File: config.mk
export PLATFORM = sky130hd
export DESIGN_NAME = acq_fifo_flags
export DESIGN_NICKNAME = d
export VERILOG_FILES = /design/src/rtl/acq_flags_pkg.sv /design/src/rtl/acq_edge_det.sv /design/src/rtl/acq_sticky_bit.sv /design/src/rtl/acq_irq_gate.sv /design/src/rtl/acq_fifo_flags.sv
export SDC_FILE = /design/constraint.sdc
export NUM_CORES = 1
export LEC_CHECK = 0
export CAP_MARGIN = 15
export CORE_AREA = 5 5 42 44
export DETAILED_ROUTE_END_ITERATION = 6
export DIE_AREA = 0 0 47 49
export PLACE_DENSITY = 0.48
export SLEW_MARGIN = 20
export SYNTH_ARGS = -nofsm -noshare
export SYNTH_HDL_FRONTEND = slang
export SYNTH_SLANG_ARGS = --single-unit
export TNS_END_PERCENT = 50
File: constraint.sdc
create_clock -name clk -period 0.8 [get_ports clk]
set_input_delay 0.12 -clock clk [delete_from_list [all_inputs] [get_ports clk]]
set_output_delay 0.12 -clock clk [all_outputs]
set_load 0.1 [all_outputs]
File: src/rtl/acq_flags_pkg.sv
// Package: shared indices and widths for the acquisition FIFO status block.
// Assumes a single status word with fixed bit positions read by the host.
package acq_flags_pkg;
    // Sticky flag indices inside the internal sticky vector
    localparam int unsigned NUM_STICKY = 3;
    localparam int unsigned IDX_NE     = 0;
    localparam int unsigned IDX_OVF    = 1;
    localparam int unsigned IDX_DAE    = 2;

    // Bit positions in the host status word
    localparam int unsigned STATUS_W   = NUM_STICKY + 1;
    localparam int unsigned ST_LIVE    = 0;
    localparam int unsigned ST_NE      = 1;
    localparam int unsigned ST_OVF     = 2;
    localparam int unsigned ST_DAE     = 3;

    // Edge detector lanes
    localparam int unsigned NUM_EDGE   = 2;
    localparam int unsigned EDGE_NE    = 0;
    localparam int unsigned EDGE_DAE   = 1;
endpackage

File: src/rtl/acq_edge_det.sv
// Module: rising-edge detector over a vector of level signals.
// Assumes inputs are synchronous to clk. The registered history resets to
// IDLE_VAL so that no edge is reported for lanes already at their idle level.
module acq_edge_det #(
    parameter int unsigned          W        = 2,
    parameter logic [W-1:0]         IDLE_VAL = '0
) (
    input  logic         clk,
    input  logic         rst_n,
    input  logic [W-1:0] lvl_i,
    output logic [W-1:0] rise_o
);
    logic [W-1:0] hist_q;

    // Keep the level seen at the previous clock edge
    always_ff @(posedge clk) begin
        if (!rst_n) hist_q <= IDLE_VAL;
        else        hist_q <= lvl_i;
    end

    // A lane pulses when it is high now and was low at the last edge
    always_comb rise_o = lvl_i & ~hist_q;
endmodule

File: src/rtl/acq_sticky_bit.sv
// Module: one sticky status flag with a fixed priority.
// Priority: hard clear (FIFO reset) > set event > host/auto clear > hold.
// Assumes all strobes are one-cycle wide and synchronous to clk.
module acq_sticky_bit (
    input  logic clk,
    input  logic rst_n,
    input  logic set_i,
    input  logic host_clr_i,
    input  logic auto_clr_i,
    input  logic hard_clr_i,
    output logic q_o
);
    logic q_q;

    // Update the flag according to the priority order above
    always_ff @(posedge clk) begin
        if (!rst_n)                       q_q <= 1'b0;
        else if (hard_clr_i)              q_q <= 1'b0;
        else if (set_i)                   q_q <= 1'b1;
        else if (host_clr_i || auto_clr_i) q_q <= 1'b0;
    end

    assign q_o = q_q;

    // Set event beats any soft clear
    assert_set_wins_R9: assert property (@(posedge clk) disable iff (!rst_n)
        (set_i && !hard_clr_i) |=> q_o);

    // FIFO reset always clears
    assert_hard_clear_R10: assert property (@(posedge clk) disable iff (!rst_n)
        hard_clr_i |=> !q_o);

    // Soft clear without set clears the flag
    assert_soft_clear_R8: assert property (@(posedge clk) disable iff (!rst_n)
        ((host_clr_i || auto_clr_i) && !set_i && !hard_clr_i) |=> !q_o);

    // With no event the flag holds
    assert_hold_R6: assert property (@(posedge clk) disable iff (!rst_n)
        (!set_i && !host_clr_i && !auto_clr_i && !hard_clr_i) |=> $stable(q_o));
endmodule

File: src/rtl/acq_irq_gate.sv
// Module: combines sticky flags with per-flag enables into one request.
// Assumes flags without an enable are masked by tying their enable to 0.
module acq_irq_gate #(
    parameter int unsigned N = 3
) (
    input  logic [N-1:0] flag_i,
    input  logic [N-1:0] en_i,
    output logic         req_o
);
    // OR of all enabled flags
    always_comb req_o = |(flag_i & en_i);
endmodule

File: src/rtl/acq_fifo_flags.sv
// Module: status flags and interrupt request for the acquisition FIFOs.
// Builds a live data flag and three sticky flags (data-ready, overflow,
// output drained), packs them in one status word and raises irq_o.
// Assumes all inputs synchronous to clk; reading status_o has no side effect.
module acq_fifo_flags
    import acq_flags_pkg::*;
(
    input  logic                clk,
    input  logic                rst_n,
    input  logic                adc_empty_i,
    input  logic                adc_full_i,
    input  logic                adc_wr_i,
    input  logic                dac_empty_i,
    input  logic                fifo_rst_i,
    input  logic                clr_ne_i,
    input  logic                clr_ovf_i,
    input  logic                clr_dae_i,
    input  logic                ie_ne_i,
    input  logic                ie_dae_i,
    output logic [STATUS_W-1:0] status_o,
    output logic                irq_o
);
    localparam logic [NUM_EDGE-1:0] EDGE_IDLE = NUM_EDGE'(1) << EDGE_DAE;

    logic [NUM_EDGE-1:0]   lvl;
    logic [NUM_EDGE-1:0]   rise;
    logic [NUM_STICKY-1:0] set_v;
    logic [NUM_STICKY-1:0] hclr_v;
    logic [NUM_STICKY-1:0] aclr_v;
    logic [NUM_STICKY-1:0] ie_v;
    logic [NUM_STICKY-1:0] sticky;

    // Levels whose rising edge marks an event
    always_comb begin
        lvl           = '0;
        lvl[EDGE_NE]  = !adc_empty_i;
        lvl[EDGE_DAE] = dac_empty_i;
    end

    acq_edge_det #(.W(NUM_EDGE), .IDLE_VAL(EDGE_IDLE)) u_edge (
        .clk    (clk),
        .rst_n  (rst_n),
        .lvl_i  (lvl),
        .rise_o (rise)
    );

    // Per-flag set, host clear, auto clear and enable vectors
    always_comb begin
        set_v           = '0;
        hclr_v          = '0;
        aclr_v          = '0;
        ie_v            = '0;
        set_v[IDX_NE]   = rise[EDGE_NE];
        set_v[IDX_OVF]  = adc_wr_i && adc_full_i;
        set_v[IDX_DAE]  = rise[EDGE_DAE];
        hclr_v[IDX_NE]  = clr_ne_i;
        hclr_v[IDX_OVF] = clr_ovf_i;
        hclr_v[IDX_DAE] = clr_dae_i;
        aclr_v[IDX_NE]  = adc_empty_i;
        ie_v[IDX_NE]    = ie_ne_i;
        ie_v[IDX_DAE]   = ie_dae_i;
    end

    for (genvar g = 0; g < NUM_STICKY; g++) begin : g_sticky
        acq_sticky_bit u_bit (
            .clk        (clk),
            .rst_n      (rst_n),
            .set_i      (set_v[g]),
            .host_clr_i (hclr_v[g]),
            .auto_clr_i (aclr_v[g]),
            .hard_clr_i (fifo_rst_i),
            .q_o        (sticky[g])
        );
    end

    acq_irq_gate #(.N(NUM_STICKY)) u_irq (
        .flag_i (sticky),
        .en_i   (ie_v),
        .req_o  (irq_o)
    );

    // Pack the host status word at fixed positions
    always_comb begin
        status_o          = '0;
        status_o[ST_LIVE] = !adc_empty_i;
        status_o[ST_NE]   = sticky[IDX_NE];
        status_o[ST_OVF]  = sticky[IDX_OVF];
        status_o[ST_DAE]  = sticky[IDX_DAE];
    end

    // Empty FIFO always leaves data-ready low at the next edge
    assert_ne_autoclear_R4: assert property (@(posedge clk) disable iff (!rst_n)
        adc_empty_i |=> !status_o[ST_NE]);

    // Write into a full FIFO records overflow
    assert_ovf_set_R5: assert property (@(posedge clk) disable iff (!rst_n)
        (adc_wr_i && adc_full_i && !fifo_rst_i) |=> status_o[ST_OVF]);

    // No interrupt without an interrupt-capable flag
    assert_irq_quiet_R11: assert property (@(posedge clk) disable iff (!rst_n)
        (!status_o[ST_NE] && !status_o[ST_DAE]) |-> !irq_o);
endmodule

# Word level (Yosys, flattened, before mapping)
# Cells that the tools add are included.
[word_totals]
wordCells = 22
output_inout_bits = 5
regBits = 5
inputBits = 12
[classes]
n_reduce_logical = 8
bitwise = 4
n_mux = 6
[ops]
columns = ["operator", "n"]
rows = [
  ["$mux W1", 6],
  ["$reduce_bool A2 Y1", 3],
  ["$and A3 B3 Y3", 1],
  ["$reduce_or A3 Y1", 1],
  ["$and A2 B2 Y2", 1],
  ["$not A2 Y2", 1],
  ["$reduce_or A2 Y1", 1],
  ["$logic_and A1 B1 Y1", 1],
  ["$logic_not A1 Y1", 1],
  ["$logic_or A1 B1 Y1", 1],
  ["$not A1 Y1", 1],
]

# Depth between registers and ports, before layout
# Gate-level depths: netlist (run 1).
[logic_depth]
depth_word = 3
mapped_depth = 2
depth_no_buf = 2

# Modules after synthesis
# A second synthesis (run 1) with hierarchy kept.
[hier_totals]
hier_cells = 23
area_unflattened_um2 = 246.5
[by_module_without_submodules]
columns = ["mod", "instances", "seq_area_each_um2", "cells_each", "area_per_inst_um2"]
rows = [
  ["acq_sticky_bit", 3, 20.0, 4, 46.3],
  ["acq_edge_det", 1, 40.0, 6, 80.1],
  ["acq_fifo_flags", 1, 0.0, 3, 13.8],
  ["acq_irq_gate", 1, 0.0, 2, 13.8],
]

# Worst setup path before layout (run 1)
# Ideal clock, no wire load.
[synth_timing]
kind = "register to output"
from = "register g_sticky[0].u_bit.q_q"
to = "output irq_o"
path_buffers = 0
path_stages_with_launch = 2
t_required_ps = 680
arrival_ps = 1088
setup_slack_ps = -408
cell_sequence = "dfxtp_1 a22o_1"
[synth_between]
elab_chain_len = 2
[synth_rtl]
columns = ["element", "line", "text"]
rows = [
  ["start, declared", "acq_sticky_bit.sv:13", "logic q_q;"],
  ["start signal, assigned", "acq_sticky_bit.sv:17", "if (!rst_n) q_q <= 1'b0;"],
  ["start signal, assigned", "acq_sticky_bit.sv:18", "else if (hard_clr_i) q_q <= 1'b0;"],
  ["start signal, assigned", "acq_sticky_bit.sv:19", "else if (set_i) q_q <= 1'b1;"],
  ["$and A3 B3 Y3", "acq_irq_gate.sv:11", "always_comb req_o = |(flag_i & en_i);"],
  ["$reduce_or A3 Y1", "acq_irq_gate.sv:11", ""],
  ["end, declared", "acq_fifo_flags.sv:21", "output logic irq_o"],
]
# No other way between the ends.

# Final worst setup path (run 1)
[layout_timing]
from = "input ie_ne_i"
to = "output irq_o"
[layout_between]
elab_chain_len = 2
[layout_rtl]
columns = ["element", "line", "text"]
rows = [
  ["start, declared", "acq_fifo_flags.sv:18", "input logic ie_ne_i,"],
  ["$and A3 B3 Y3", "acq_irq_gate.sv:11", ""],
  ["$reduce_or A3 Y1", "acq_irq_gate.sv:11", ""],
]
# No other way between the ends.

==> results by group, run 1 <==
Setup path
  – Critical Path Slowest Stage Cell: clkdlybuf4s50_1
  – Worst R2R End: g_sticky[0].u_bit.q_o$_SDFFE_PP0P_
  – Crit path kind: in -> out
  – WP data required: 680 ps
  – Element type at the critical path start: primary input
  – Crit-path cells: clkdlybuf4s50_1 -> a22o_4 -> buf_12
  – Worst R2R Path Depth: 3
  – Worst flop-to-flop path startpoint: g_sticky[0].u_bit.q_o$_SDFFE_PP0P_
  – Crit path arrival time: 960 ps
  – Crit Path Max Fanout: 1
  – R2R Setup Slk: 50 ps
  – Slowest cell delay on critical path: 410 ps
  – Endpoint type of the worst setup path: output pin

Global routing
  – Initial antenna violation count: 0
  – M3 GR Usage: 0.02952
  – Met2 usage: 0.08824
  – Gr usage total: 0.05849
  – GR peak layer: met2
  – GRT Residual Overflow: 0
  – First-pass GRT wire length: 876 um
  – M1 GR Usage: 0.04626
  – Vias in the first global route: 223
  – Largest net degree at the start of global routing: 4

Worst hold path
  – Min-Delay Path Depth: 3
  – Min-delay src: adc_empty_i
  – Hold WC Path Type: in -> reg
  – Worst Hold Path EP: g_sticky[0].u_bit.q_o$_SDFFE_PP0P_

Logic synthesis
  – Mapped cell area: 205.2 um^2
  – Syn nets: 33
  – Seq/Total Area, Yosys: 0.4878
  – Ys Warns: 0
  – Post-synthesis cell count: 21
  – Yosys top cell by area: dfxtp_1
  – Avg Inst Size Synth: 9.771 um^2
  – Yosys cell types: 9
  – Post-synthesis register bit count: 5
  – Synth top area cells: dfxtp_1 49%, nand2b_1 18%, buf_4 11%
  – Synth top area share: 0.4878

Power
  – Leak: 0.0001965 uW
  – Sw Share: 0.2607
  – Internal power: 551.0 uW
  – Worst VDD drop: 0.8313 mV
  – P_sw: 194.3 uW
  – Clock share of power: 0.382
  – Pwr/cell area: 1539 nW/um^2
  – Gate power share: 0.261
  – Sequential share of power: 0.357

Final layout
  – Final net count: 55
  – Fillers: 163
  – Fraction of layout cells with a size suffix above 1: 0.4286
  – Most common cell after layout, fill and taps aside: clkdlybuf4s50_1
  – Design Area, Final: 484.2 um^2
  – Layout area overhead: 136.0%
  – Reg area: 103.9 um^2
  – N_diodes: 0
  – Commonest non-fill, non-tap cells in the layout: 10 x clkdlybuf4s50_1, 6 x nand2b_1, 5 x buf_12
  – Multi-input logic area: 87.58 um^2

STA
  – Worst Tran Pin Value: 136.8 ps
  – Worst Clk Skew: 0.3074 ps
  – Min Hold Slack: 293.0 ps
  – Fin. max-slew vios: 0
  – Setup TNS: -677.4 ps
  – Worst rel slew slack: 0.9086
  – Fin worst setup slack: -284.2 ps
  – Final Hold Fails: 0
  – Final min period: 1084 ps
  – RSZ-0062 raised after global routing: true
  – Setup violators final: 4
  – Fmax: 922.4 MHz
  – Fin crit share: 1.355

Die
  – Die area: 2303 um^2
  – Die width: 47 um
  – Initial Utilization: 0.1464
  – Row count: 14
  – Die Height: 49 um
  – I/O Pins: 17
  – Core Footprint: 1401 um^2

CTS
  – Sink Count: 5
  – Postcts setup bufs: 0
  – Root buffer cell: clkbuf_4
  – Clock slew seen by the registers of the worst setup and hold paths: 40 ps
  – CTS tree: done
  – Htree depth: 1
  – Worst-Skew Late Latency: 240 ps
  – Num CTS Buffers: 3
  – # hold bufs at CTS: 0
  – CTS max path bufs: 2

Routing
  – DRT Pass-1 Iters: 4
  – DRT antenna net count: 0
  – Number of vias per cell: 3.534
  – Per-cell routed wire length: 8.776 um
  – DRT iter0 DRCs: 1
  – DRC viols: 0
  – Via count: 205
  – Routed WL: 509 um

Place
  – Post-DP Area: 451.7 um^2
  – Pre-CTS setup slack: -288.4 ps
  – GPL Wtd Cong: 0.6276
  – Port bufs: 16

Outcome
  – Failing checks: negative setup slack
  – Run status: finished, violations left

Flow run
  – Max-Cap Viols: 0
## how the worst max path moves through the flow
stage | from | endpoint | slack (ps) | depth (start not counted)
finish | ie_ne_i | irq_o | -280 | 3
detailed placement | ie_ne_i | irq_o | -290 | 3
global route | g_sticky[0].u_bit.q_o$_SDFFE_PP0P_ | irq_o | -310 | 2
global placement | ie_ne_i | irq_o | -280 | 3
CTS | g_sticky[0].u_bit.q_o$_SDFFE_PP0P_ | irq_o | -290 | 2
floorplan | adc_empty_i | status_o[0] | -20 | 1
## routing by layer
layer  routed length, um  vias up
li1                    -      106
met4                   5        0
met1                 133       90
met5                   0        -
met3                  50        2
met2                 320        7
## power by group through the flow
stage,Sequential [uW],Clock (uW),Combinational [uW]
2_1_floorplan,268,0,91.9
3_3_place_gp,269,0,195
3_5_place_dp,270,0,197
4_1_cts,266,303,197
5_1_grt,267,320,203
6_report,266,285,194
## through the flow
stage	utilization	total power, uW	cells
2_1_floorplan	-	360.3	21
3_3_place_gp	0.3223	464.1	54
3_5_place_dp	0.3223	466.2	54
4_1_cts	0.3455	765.9	58
5_1_grt	0.3455	791.0	58
6_report	0.3455	745.3	58
## synth_stat cells
library cell / count
buf_4: 3
nand2_1: 1
a21oi_1: 2
a211oi_2: 1
inv_1: 1
nand2b_1: 6
dfxtp_1: 5
nor2b_1: 1
a22o_1: 1
## logic make-up after synthesis
kind of cell           synth area share
buffers and inverters            0.1280
DFF                              0.4878
AOI/OAI and AO/OA                0.1524
and+or+nand+nor                  0.2317
## state kept, by name, summed over array words and instances (netlist names)
signal,cells
g_sticky.u_bit.q_o,3
u_edge.hist_q,2
## worst max-delay path, delay by kind of cell
family	cells	cell delay (ps)
buffers and inverters	2	570
AO/OA/AOI/OAI	1	270
## repair_timing
item | 4_1_cts | 5_1_grt
resized for setup | 6 | 0
setup endpoints to repair | 6 | 5
pin swaps | 1 | 0
gates cloned | 0 | 0
endpoints found under the hold margin | 0 | 0
## layout make-up
cell class / count / area share
repair buffers: 20 / 0.5013
flip-flops and latches: 5 / 0.2145
multi-input cells: 12 / 0.1809
clock buffers: 4 / 0.05426
well taps: 16 / 0.04134
inverters: 1 / 0.007752
No activity file was read; power rests on OpenSTA's default activity.
==> inputs of run 2 (changes only) <==
--- a/config.mk
+++ b/config.mk
@@ -7,6 +7,7 @@
 export LEC_CHECK = 0
 export CAP_MARGIN = 15
 export CORE_AREA = 5 5 42 44
+export CTS_CLUSTER_DIAMETER = 200
 export DETAILED_ROUTE_END_ITERATION = 6
 export DIE_AREA = 0 0 47 49
 export PLACE_DENSITY = 0.48
==> results of run 2 <==
Final layout, timing and power as in run 1 (identical DEF).
==> inputs of run 3 (changes only) <==
--- a/config.mk
+++ b/config.mk
@@ -10,6 +10,7 @@
 export CTS_CLUSTER_DIAMETER = 200
 export DETAILED_ROUTE_END_ITERATION = 6
 export DIE_AREA = 0 0 47 49
+export HOLD_SLACK_MARGIN = 0.15
 export PLACE_DENSITY = 0.48
 export SLEW_MARGIN = 20
 export SYNTH_ARGS = -nofsm -noshare
==> results of run 3 <==
Final layout, timing and power as in run 1 (identical DEF).
